--- src/rtl/secded_inject_unit.sv ---
module secded_inject_unit #(
  parameter int AW     = 32,
  parameter int ATTR_W = 8,
  parameter int CNT_W  = 8
) (
  input  logic              clk,
  input  logic              rst_n,
  input  logic              reg_we,
  input  logic [3:0]        reg_addr,
  input  logic [31:0]       reg_wdata,
  output logic [31:0]       reg_rdata,
  input  logic              wr_valid,
  input  logic [63:0]       wr_data,
  output logic              mem_we,
  output logic [63:0]       mem_wdata,
  output logic [7:0]        mem_wecc,
  input  logic              rd_valid,
  input  logic [AW-1:0]     rd_addr,
  input  logic [ATTR_W-1:0] rd_attr,
  input  logic              rd_sel_err,
  input  logic [63:0]       mem_rdata,
  input  logic [7:0]        mem_recc,
  output logic [63:0]       rsp_data,
  output logic              rsp_sb,
  output logic              rsp_mb
);

  localparam int NBIT = 64;

  function automatic logic [NBIT*7-1:0] build_pos();
    logic [NBIT*7-1:0] t;
    int k;
    t = '0;
    k = 0;
    for (int p = 3; p < 72; p++) begin
      if (((p & (p - 1)) != 0) && (k < NBIT)) begin
        t[k*7 +: 7] = 7'(p);
        k++;
      end
    end
    return t;
  endfunction

  localparam logic [NBIT*7-1:0] POS = build_pos();

  function automatic logic [6:0] ham(input logic [63:0] d);
    logic [6:0] c;
    c = '0;
    for (int i = 0; i < NBIT; i++)
      if (d[i]) c ^= POS[i*7 +: 7];
    return c;
  endfunction

  logic              check_off, inj_en;
  logic [31:0]       mask_hi, mask_lo;
  logic [3:0]        flags;
  logic [AW-1:0]     cap_addr;
  logic [31:0]       cap_hi, cap_lo;
  logic [15:0]       cap_ecc;
  logic [ATTR_W-1:0] cap_attr;
  logic [CNT_W-1:0]  sbe_cnt, sbe_thr;

  logic [6:0] wr_h;
  assign wr_h      = ham(wr_data);
  assign mem_wecc  = {^wr_data ^ ^wr_h, wr_h};
  assign mem_wdata = wr_data ^ (inj_en ? {mask_hi, mask_lo} : 64'h0);
  assign mem_we    = wr_valid;

  logic [6:0]  syn;
  logic        par;
  logic [63:0] fix;
  assign syn = ham(mem_rdata) ^ mem_recc[6:0];
  assign par = ^mem_rdata ^ ^mem_recc;

  always_comb
    for (int i = 0; i < NBIT; i++)
      fix[i] = (syn == POS[i*7 +: 7]);

  logic data_hit, corr, unc, chk_on;
  assign data_hit = |fix;
  assign corr     = par && (data_hit || $onehot0(syn));
  assign unc      = (!par && syn != 7'd0) || (par && !data_hit && !$onehot0(syn));
  assign chk_on   = !check_off;
  assign rsp_sb   = rd_valid && chk_on && corr;
  assign rsp_mb   = rd_valid && chk_on && unc;
  assign rsp_data = rsp_sb ? (mem_rdata ^ fix) : mem_rdata;

  logic [CNT_W-1:0] cnt_inc;
  logic sbe_hit, sel_hit, any_hit, fresh;
  assign cnt_inc = (&sbe_cnt) ? sbe_cnt : sbe_cnt + 1'b1;
  assign sbe_hit = rsp_sb && (cnt_inc >= sbe_thr);
  assign sel_hit = rd_valid && chk_on && rd_sel_err;
  assign any_hit = sbe_hit || rsp_mb || sel_hit;
  assign fresh   = (flags == 4'd0);

  always_ff @(posedge clk or negedge rst_n) begin
    if (!rst_n) begin
      check_off <= 1'b0;
      inj_en    <= 1'b0;
      mask_hi   <= '0;
      mask_lo   <= '0;
      flags     <= '0;
      cap_addr  <= '0;
      cap_hi    <= '0;
      cap_lo    <= '0;
      cap_ecc   <= '0;
      cap_attr  <= '0;
      sbe_cnt   <= '0;
      sbe_thr   <= CNT_W'(1);
    end else begin
      if (reg_we) begin
        case (reg_addr)
          4'd0:  check_off <= reg_wdata[0];
          4'd1:  inj_en    <= reg_wdata[0];
          4'd2:  mask_hi   <= reg_wdata;
          4'd3:  mask_lo   <= reg_wdata;
          4'd4:  flags     <= flags & ~reg_wdata[3:0];
          4'd5:  cap_addr  <= '0;
          4'd6:  cap_hi    <= '0;
          4'd7:  cap_lo    <= '0;
          4'd8:  cap_ecc   <= '0;
          4'd9:  cap_attr  <= '0;
          4'd10: begin
            sbe_cnt <= reg_wdata[CNT_W-1:0];
            sbe_thr <= reg_wdata[16 +: CNT_W];
          end
          default: ;
        endcase
      end
      if (rsp_sb) sbe_cnt <= cnt_inc;
      if (any_hit) begin
        if (fresh) begin
          flags    <= {sel_hit, 1'b0, rsp_mb, sbe_hit};
          cap_addr <= rd_addr;
          cap_hi   <= mem_rdata[63:32];
          cap_lo   <= mem_rdata[31:0];
          cap_ecc  <= {par, syn, mem_recc};
          cap_attr <= rd_attr;
        end else begin
          flags[2] <= 1'b1;
        end
      end
    end
  end

  always_comb begin
    reg_rdata = '0;
    case (reg_addr)
      4'd0:  reg_rdata[0] = check_off;
      4'd1:  reg_rdata[0] = inj_en;
      4'd2:  reg_rdata = mask_hi;
      4'd3:  reg_rdata = mask_lo;
      4'd4:  reg_rdata[3:0] = flags;
      4'd5:  reg_rdata = 32'(cap_addr);
      4'd6:  reg_rdata = cap_hi;
      4'd7:  reg_rdata = cap_lo;
      4'd8:  reg_rdata[15:0] = cap_ecc;
      4'd9:  reg_rdata = 32'(cap_attr);
      4'd10: begin
        reg_rdata[CNT_W-1:0]  = sbe_cnt;
        reg_rdata[16 +: CNT_W] = sbe_thr;
      end
      default: ;
    endcase
  end

endmodule

--- config.mk ---
export PLATFORM = sky130hd
export DESIGN_NAME = secded_inject_unit
export DESIGN_NICKNAME = d
export VERILOG_FILES = /design/src/rtl/secded_inject_unit.sv
export SDC_FILE = /design/constraint.sdc
export NUM_CORES = 1
export LEC_CHECK = 0
export BUFFER_PORTS_ARGS = -buffer_cell sky130_fd_sc_hd__buf_2
export CAP_MARGIN = 40
export CORE_AREA = 2 2 202 204
export CTS_BUF_LIST = sky130_fd_sc_hd__clkbuf_8
export DETAILED_ROUTE_END_ITERATION = 16
export DIE_AREA = 0 0 204 206
export PLACE_DENSITY = 0.7
export SYNTH_ARGS = -nofsm -noshare
export SYNTH_HDL_FRONTEND = slang
export SYNTH_SLANG_ARGS = --single-unit
--- constraint.sdc ---
create_clock -name clk -period 21.8 [get_ports clk]
set_input_delay 4.36 -clock clk [delete_from_list [all_inputs] [get_ports clk]]
set_output_delay 4.36 -clock clk [all_outputs]
set_load 0.03 [all_outputs]
==> impl_results.md, run 1 <==
- Outcome: complete, no violations
- Height of the die: just over 200 um
- Fin nets: ~2.2k
- Filler cells: ~3.9k
- Synth Flop Type: dfrtp_1
- Post-Syn Area per Cell: between 9 and 10 um^2
- Top cell type's share of synthesized area: 33.5%
- Minimum clock period: 15840 ps
- Number of global-route vias before repair: 13.6k
- Storage cell area: just over 0.005 mm^2
- Largest net degree at the start of global routing: 68
- Die width: ~200 um
- Setup-failing EPs final: 0
- Clk Latency, worst-skew pair: around 520 ps
- Final Hold Fails: 0
- Layout cells sized above 1: roughly 28%
- Area leader, netlist: dfrtp_1
- Longest Clk Path Bufs: 3
- Post-route ant nets: 0
- CP startpoint kind: input pin
- Hold Crit Depth: 2
- Worst Clk Skew: 29.4 ps
- Net Switching: between 1 and 1.5 mW
- DRC: 0
- LEAKAGE: 8.48 nW
- Setup bufs post-CTS: 0
- Synthesis-to-finish area growth: 20.2%
- Row cnt: 74
- Flops & latches, synth: approximately 210
- P_int: roughly 1.3 mW
- Via count: 13.5k
- Yosys warns: 0
- Seq pwr share: around 22%
- Root buffer cell: clkbuf_8
- DRT Wirelength: 61000 um
- EDFF count, synth: 0
- First-pass GRT wire length: 88400 um
- Crit path max fanout: 64
- Syn_nets: 1833
- PD cells: 147 mW/mm^2
- R2R depth: 21
- Clk network pwr share: between 10% and 20%
- CTS hold repair buffers: 0
- Peak supply drop: 0.142 mV
- Final setup TNS: 0 ps
- Worst Path Required: between 15000 and 20000 ps
- IO Pins: 389
- Drt via density: 5.36
- Most frequent cell after synthesis: xnor2_1
- Wire length per cell: between 20 and 25 um
- Arrival time at the worst endpoint: 11480 ps
- Synth cell count leaders: xnor2_1 (337), nand2_1 (230), dfrtp_1 (205)
- Total gr overflow: 0
- Die area: 0.0420 mm^2
- Logic pwr share: 65.8%
- Multi-input logic area: about 0.0091 mm^2
- MaxCap Viol Count: 0
- Final hold slack: 523 ps
- Post-DP HPWL: 48500 um
- Setup Crit Path Kind: in2out
- Final Max Slew Viols: 0
- Synth cell types: 63
- Worst slew margin: 35.9%
- Core area: 0.0402 mm^2
- Antenna violations before repair: 4
- Period utilization: 72.7%
- GPL Wtd Cong: 1.13
- TritonCTS Buffers: 35
- FMAX: around 63 MHz
- Post-Syn Instances: around 1.6k
- H-tree Lvls: 2
- Initial drt markers: between 1k and 1.5k
- Port bufs: 386
- Post-cts resize count: 0
- TritonCTS clock tree: done
- Total GRT Usage: 28.6%
- Hold WC Path Type: reg2reg
- Seq/Total Area, Yosys: between 30% and 40%
- Initial Utilization: 38.1%
- Clk slew on worst S/H paths: 60 ps
- Initial DRT Pass Iterations: 5
- Synth area leaders: dfrtp_1 (33%), xnor2_1 (19%), mux2i_1 (8.5%)
- Worst Tran Pin Value: between 900 and 1000 ps
- Mapped Area: approximately 0.015 mm^2
- Switching Share: 53.0%
- RSZ-0062 raised after global routing: no
- FFs w/ async S/R, synth: 100%
- Critical Path Sink Type: primary output
- TritonCTS Sinks: 206
## final cells by class
class | count | area share [%]
multi-input combinational | 1171 | 49.7
sequential | 206 | 28.0
timing repair buffer | 416 | 12.2
tap | 532 | 3.61
clock buffer | 44 | 3.29
inverter | 139 | 2.83
clock inverter | 16 | 0.367
antenna | 4 | 0.0543
## worst max-delay path, cell delays in order
cell and delay [ps]:
buf_2 140, xnor2_1 390, xnor3_1 550, xor3_1 420, xnor2_2 610, inv_2 350
fa_1 610, inv_1 50, fa_1 490, inv_1 50, fa_1 440, fa_1 550
a221oi_1 80, nand4_1 180, nor4_4 90, nor3_4 620, buf_4 620, nand3_1 170
xnor2_1 390, buf_2 280
## per-stage QoR
step	power, mW	std cells	setup WS (ps)	utilization (%)	cell area, um^2
after global placement	2.31	2454	6230	43.8	17600
after detailed placement	2.34	2464	6050	44.1	17700
final	2.71	2528	5960	45.8	18400
after CTS	2.69	2524	6030	45.8	18400
after global routing	2.87	2527	5630	45.8	18400
after floorplan	1.85	1598	7720	-	15300
## registers in the layout, summed over array words and instances, names as in the netlist
name / count
cap_addr: 32
cap_attr: 8
cap_ecc: 16
cap_hi: 32
cap_lo: 32
check_off: 1
flags: 4
inj_en: 1
mask_hi: 32
mask_lo: 32
sbe_cnt: 8
sbe_thr: 8
## placed cells by master, fill, tap and decap left out, types with 4 or more instances in the layout
master    netlist  final
nor3_1         12      9
inv_1         136    146
nand3_1        83     83
mux2_2         74     74
fa_1            4      4
xnor2_1       337    337
dfrtp_1       205    204
a22oi_1        79     79
and3_1          4      4
nand4_1        18     18
nand2b_1        8      8
a221o_1         4      4
mux2i_1       130    130
clkbuf_8        0     45
buf_2          11    386
diode_2         0      4
a222oi_1       12     12
buf_4           3     23
xor2_1         37     37
xnor3_1        21     21
clkinv_2        0      6
nor2_1         29     25
a21oi_1         7      7
ha_1           13     13
nor2_2          1      5
o21ai_0        12     12
nand2_1       230    230
a21o_1          5      5
## layer usage
layer / share of wire [%] / global-route usage [%]
met5: 0.031 / 0
met1: 43 / 38.2
met2: 46 / 46.7
met3: 7.1 / 3.83
met4: 4.1 / 11.6
## path summary, 6_finish.rpt
path / startpoint / end / slack, ps
max: mem_rdata[51] / rsp_data[40] / 5960
min: cap_ecc[4]$_DFF_PN0_ / cap_ecc[4]$_DFF_PN0_ / 520
max reg2reg: sbe_cnt[0]$_DFFE_PN0P_ / cap_ecc[10]$_DFF_PN0_ / 16660
min reg2reg: cap_ecc[4]$_DFF_PN0_ / cap_ecc[4]$_DFF_PN0_ / 520
max in group asynchronous: rst_n / sbe_thr[0]$_DFFE_PN1P_ / 16510
min in group asynchronous: rst_n / mask_lo[30]$_DFFE_PN0P_ / 3780
## logic make-up after synthesis
group                    after synthesis  share of synthesized area [%]
XOR/XNOR                             399                           25.0
flip-flops                           206                           33.7
AND/OR/NAND/NOR                      402                           11.7
buffers and inverters                221                           6.80
adder cells (fa/ha/maj)               17                           1.58
AO/OA/AOI/OAI                        148                           7.30
multiplexers                         205                           14.0
## power by group through the flow
| stage | clock (mW) | combinational [mW] | sequential [mW] |
|---|---|---|---|
| floorplan | 0 | 1.31 | 0.546 |
| global placement | 0 | 1.73 | 0.584 |
| detailed placement | 0 | 1.76 | 0.587 |
| CTS | 0.348 | 1.76 | 0.581 |
| global route | 0.366 | 1.91 | 0.596 |
| finish | 0.340 | 1.78 | 0.585 |
No activity file was read; power rests on OpenSTA's default activity.
==> inputs of run 2 (changes only) <==
clock period = 16.2 ns   (was 21.8 ns; I/O delays follow)
==> run 2 against run 1 <==
  * First-iteration DRC count fell by 5.1%
  * Via count shrank 0.59%
  * Register-to-register slack lost 5500 ps
  * Clock-buffer cell count unchanged
  * Highest routed layer is now met4
  * Critical endpoint unchanged
  * Clock skew is 16 ps lower
  * Setup slack got worse by 3300 ps
  * Largest power group unchanged
  * Sequential share of layout area about the same
==> impl_results.md, run 2 (synthesized netlist as in run 1, its figures left out) <==
- DRC: 0
- Worst Path Required: 12960 ps
- Worst-path cell chain: buf_2 > xnor2_1 > xnor3_1 > xor3_1 > xnor2_2 > inv_2 > fa_1 > inv_1 > fa_1 > inv_1 > fa_1 > fa_1 > a221oi_1 > nand4_1 > nor4_4 > nor3_4 > buf_4 > nand3_1 > xnor2_1 > buf_2
- Hold Crit Depth: 2
- Beginning of the worst hold path: cap_hi[5]$_DFF_PN0_
- Final Hold Fails: 0
- Drt via density: 5.33
- CP max-delay cell: buf_4
- Worst Clk Skew: 13.9 ps
- Root buffer cell: clkbuf_8
- Commonest non-fill, non-tap cell in the layout: buf_2
- Final Max Slew Viols: 0
- Core area: 0.0402 mm^2
- Post-cts resize count: 0
- First-pass GRT wire length: roughly 90000 um
- Setup-failing EPs final: 0
- TritonCTS Sinks: 206
- Post-route ant nets: 0
- Post-DP HPWL: 48600 um
- Worst-case hold path end point: cap_hi[5]$_DFF_PN0_
- Peak supply drop: 0.217 mV
- Die area: 0.0420 mm^2
- Critical path's top delay family: XOR/XNOR gates
- Number of global-route vias before repair: 13.7k
- IO Pins: 389
- Fin nets: between 2k and 2.5k
- PD cells: 199 mW/mm^2
- Worst Tran Pin Value: 983 ps
- Most frequent cells in the layout: buf_2 (386), xnor2_1 (337), nand2_1 (230), dfrtp_1 (204), inv_1 (150)
- Outcome: complete, no violations
- Via count: 13.5k
- H-tree Lvls: 2
- Setup Crit Path Kind: in2out
- Height of the die: around 210 um
- Initial drt markers: 1050
- Longest Clk Path Bufs: 3
- Worst slew margin: 34.0%
- Hold WC Path Type: reg2reg
- Reg2reg setup slack: 11200 ps
- Buf/Inv on CP: 6
- Setup bufs post-CTS: 0
- Total GRT Usage: between 20 and 30%
- Largest net degree at the start of global routing: between 60 and 70
- Critical Path Sink Type: primary output
- Critical R2R Launch: sbe_cnt[0]$_DFFE_PN0P_
- Period utilization: 83.5%
- TritonCTS Buffers: 36
- Clk Latency, worst-skew pair: 530 ps
- R2R depth: 20
- Port bufs: 386
- Minimum clock period: 13530 ps
- Final setup TNS: 0 ps
- FMAX: 73.9 MHz
- Row cnt: 74
- Layout cells sized above 1: 28.0%
- TritonCTS clock tree: done
- Wire length per cell: 24.1 um
- Die width: 204 um
- Arrival time at the worst endpoint: between 10000 and 15000 ps
- CP dominant cell by count: fa_1
- RR Endpoint: cap_ecc[13]$_DFF_PN0_
- MaxCap Viol Count: 0
- Total power draw: approximately 3.7 mW
- Crit path max fanout: 64
- DRT Wirelength: 61000 um
- Slowest stage delay, CP: roughly 630 ps
- Clk slew on worst S/H paths: 60 ps
- GPL Wtd Cong: 1.12
- CTS hold repair buffers: 0
- Total gr overflow: 0
- LEAKAGE: 8.49 nW
- CP startpoint kind: input pin
- Initial Utilization: 38.1%
- RSZ-0062 raised after global routing: no
- Synthesis-to-finish area growth: 20.2%
- Antenna violations before repair: 2
- Initial DRT Pass Iterations: 7
==> run 2: cell types whose count changed in the layout (fill, tap and decap cells not counted) <==
cell	previous run	this run
buf_12	2	0
buf_16	2	3
buf_8	2	3
clkinv_2	6	3
diode_2	4	2
inv_1	146	150
==> run 2: layer usage <==
layer | wire [um] | GRT usage [%] | up-vias
met5 | 0 | 0 | -
met3 | 4870 | 5.09 | 133
met2 | 27900 | 47.4 | 733
met4 | 2570 | 11.5 | 0
li1 | - | - | 6083
met1 | 25600 | 37.3 | 6511
==> run 2: worst max path at each step <==
| stage | from | to | slack (ps) | depth (start not counted) |
|---|---|---|---|---|
| 2_1_floorplan | mem_rdata[51] | rsp_data[57] | 4360 | 19 |
| 3_3_place_gp | mem_rdata[51] | rsp_data[40] | 2870 | 20 |
| 3_5_place_dp | mem_rdata[8] | rsp_data[40] | 2720 | 20 |
| 4_1_cts | mem_rdata[8] | rsp_data[40] | 2740 | 20 |
| 5_1_grt | mem_rdata[53] | rsp_data[40] | 2320 | 20 |
| 6_report | mem_rdata[51] | rsp_data[40] | 2670 | 20 |
==> run 2: stage by stage <==
stage	worst slack [ps]	util [%]	cells	cell area [um^2]	hold WS (ps)
after floorplan	4360	-	1598	15300	461
final	2670	45.8	2527	18400	524
after CTS	2740	45.8	2525	18400	526
after global placement	2870	43.8	2454	17600	478
after detailed placement	2720	44.1	2464	17700	516
after global routing	2320	45.8	2526	18400	545
==> run 2: worst min-delay path: stages, from the launching register on <==
cell	delay [ps]
dfrtp_1	370
nand2_1	60
mux2i_1	50
==> run 2: area by class of cell <==
type                    count  area (um^2)
diodes                      2         5.00
inverters                 139          522
well taps                 532          666
multi-input cells        1171         9150
clock inverters            17         67.6
fillers                  3923        21800
repair buffers            416         2250
clock buffers              44          606
flip-flops and latches    206         5160
==> run 2: power breakdown <==
part           internal, mW  leakage, nW  switching [mW]
logic                 0.810         5.42            1.60
registers             0.661         2.67           0.127
clock network         0.244        0.403           0.213
total                  1.71         8.49            1.94
==> inputs of run 3 (changes only) <==
PLACE_DENSITY = 0.72   (was 0.7)
clock period = 10.95 ns   (was 16.2 ns; I/O delays follow)
==> run 3 against run 2 <==
  * Setup slack got worse by 1900 ps
  * Critical endpoint is now rsp_data[28]
  * Combinational power grew 53%
  * Utilization is essentially flat
==> impl_results.md, run 3 (synthesized netlist as in run 1, its figures left out) <==
- Outcome: complete, no violations
- Placed Cells: roughly 2.5k
- FMAX: 97.9 MHz
- IO Pins: about 390
- R2R depth: 19
- Row cnt: 74
- Post-DP HPWL: between 40000 and 50000 um
- CP startpoint kind: input pin
- DRT Wirelength: about 60000 um
- DRC: 0
- CTS hold repair buffers: 0
- Antenna violations before repair: 5
- Drt via density: 5.38
- LEAKAGE: 8.50 nW
- MaxCap Viol Count: 0
- Initial DRT Pass Iterations: 8
- Largest net degree at the start of global routing: between 80 and 90
- Critical path's top delay family: adder cells
- Longest Clk Path Bufs: 3
- Root buffer cell: clkbuf_8
- Hold Crit Depth: 2
- Worst-case hold path end point: cap_ecc[4]$_DFF_PN0_
- Die width: just over 200 um
- Number of global-route vias before repair: 13.4k
- Clk slew on worst S/H paths: roughly 50 ps
- Non-filler cells in the finished layout: 2532
- Total GRT Usage: 28.5%
- Post-cts resize count: 0
- Commonest non-fill, non-tap cell in the layout: buf_2
- Beginning of the worst hold path: cap_ecc[4]$_DFF_PN0_
- Filler cells: 3915
- Core area: 0.0402 mm^2
- Via count: 13.6k
- Worst Path Required: about 9000 ps
- Height of the die: 206 um
- Most frequent cells in the layout: buf_2 (385), xnor2_1 (337), nand2_1 (230), dfrtp_1 (204), inv_1 (148)
- GPL Wtd Cong: between 1 and 1.5
- Die area: 0.0420 mm^2
- TritonCTS clock tree: done
- Final Hold Fails: 0
- RR Endpoint: cap_hi[25]$_DFF_PN0_
- Setup bufs post-CTS: 0
- PD cells: ~300 mW/mm^2
- Fin worst setup slack: 732 ps
- RSZ-0062 raised after global routing: no
- Clk Latency, worst-skew pair: 530 ps
- CP dominant cell by count: fa_1
- H-tree Lvls: 2
- Wire length per cell: 24.1 um
- Total gr overflow: 0
- Final Max Slew Viols: 0
- Synthesis-to-finish area growth: 20.3%
- Initial Utilization: a little under two fifths
- Total power draw: about 5.5 mW
- Worst Clk Skew: roughly 26 ps
- TritonCTS Buffers: 36
- Worst slew margin: 39.2%
- Setup slack at placement: approximately 770 ps
- Layout cells sized above 1: roughly 28%
- Storage cell area: 0.00516 mm^2
- Crit path max fanout: 64
- Multi-input logic area: approximately 0.0091 mm^2
- Arrival time at the worst endpoint: 8030 ps
- Reg2reg setup slack: ~6100 ps
- Buf/Inv on CP: 6
- Setup Crit Path Kind: in2out
- Initial drt markers: roughly 1.2k
- Hold WC Path Type: reg2reg
- Fin nets: 2208
- Worst-path cell chain: buf_2 > xnor2_1 > xnor3_1 > xor3_1 > xnor2_2 > inv_2 > fa_1 > inv_1 > fa_1 > inv_1 > fa_1 > fa_1 > a221oi_1 > nand4_1 > nor4_4 > nor3_4 > buf_12 > nand4_1 > xnor2_1 > buf_2
- Worst Tran Pin Value: between 900 and 1000 ps
- Period utilization: 93.3%
- TritonCTS Sinks: 206
- First-pass GRT wire length: 87800 um
- Final hold slack: roughly 520 ps
- Setup-failing EPs final: 0
- Peak supply drop: 0.364 mV
- CP max-delay cell: nor3_4
- Minimum clock period: 10220 ps
- Slowest stage delay, CP: 650 ps
- Post-route ant nets: 0
- Critical R2R Launch: sbe_cnt[0]$_DFFE_PN0P_
- Final setup TNS: 0 ps
- Critical Path Sink Type: primary output
- Port bufs: between 300 and 400
-- run 3: changes by cell type in the layout (fill, tap and decap cells not counted) --
cell       change
buf_12         +3
buf_16         -3
buf_2          -1
buf_4          +6
buf_8          -2
bufinv_16      +1
clkbuf_8       -1
clkinv_2       +2
clkinv_4       +1
diode_2        +1
inv_1          -2
-- run 3: power by group --
part | total [mW] | leakage [nW] | internal, mW | switching [mW]
sequential | 1.16 | 2.67 | 0.977 | 0.182
combinational | 3.68 | 5.42 | 1.27 | 2.40
clock | 0.700 | 0.411 | 0.379 | 0.321
-- run 3: final cells by class --
type	count	area share, %
Clock buffer	43	3.21
Clock inverter	19	0.591
Timing Repair Buffer	419	12.1
Tap cell	532	3.61
Multi-Input combinational cell	1171	49.6
Inverter	139	2.83
Antenna cell	3	0.0407
Sequential cell	206	28.0
-- run 3: worst register-to-register path, cell delays in order, from the launching register on --
cell	delay, ps
dfrtp_1	500
ha_1	270
nand2_1	80
nor2_1	190
nand3_1	220
xnor2_1	350
ha_1	290
nand2b_1	130
a21o_1	170
a21o_1	160
a21o_1	170
a21o_1	170
a21oi_1	180
nor2b_1	60
o21ai_0	260
or4b_2	640
o22ai_2	230
nor2_4	140
buf_4	320
mux2i_1	190
-- run 3: stage by stage --
stage	cell area (um^2)	utilization [%]
after detailed placement	17700	44.1
after global routing	18400	45.9
after CTS	18400	45.9
final	18400	45.9
after global placement	17700	44.0
after floorplan	15300	-
-- run 3: how the worst max path moves through the flow --
stage	depth (start not counted)	slack (ps)	endpoint	start
final	20	730	rsp_data[28]	mem_rdata[53]
after detailed placement	20	770	rsp_data[42]	mem_rdata[51]
after global routing	20	400	rsp_data[27]	mem_rdata[53]
after CTS	20	760	rsp_data[42]	mem_rdata[53]
after global placement	20	860	rsp_data[42]	mem_rdata[53]
after floorplan	19	1210	rsp_data[57]	mem_rdata[51]
-- run 3: layer usage --
metal  routed length [um]  track usage [%]
met1                25700             37.1
met2                28400             47.9
met3                 4600             4.48
met4                 2420             10.8
met5                   31                0
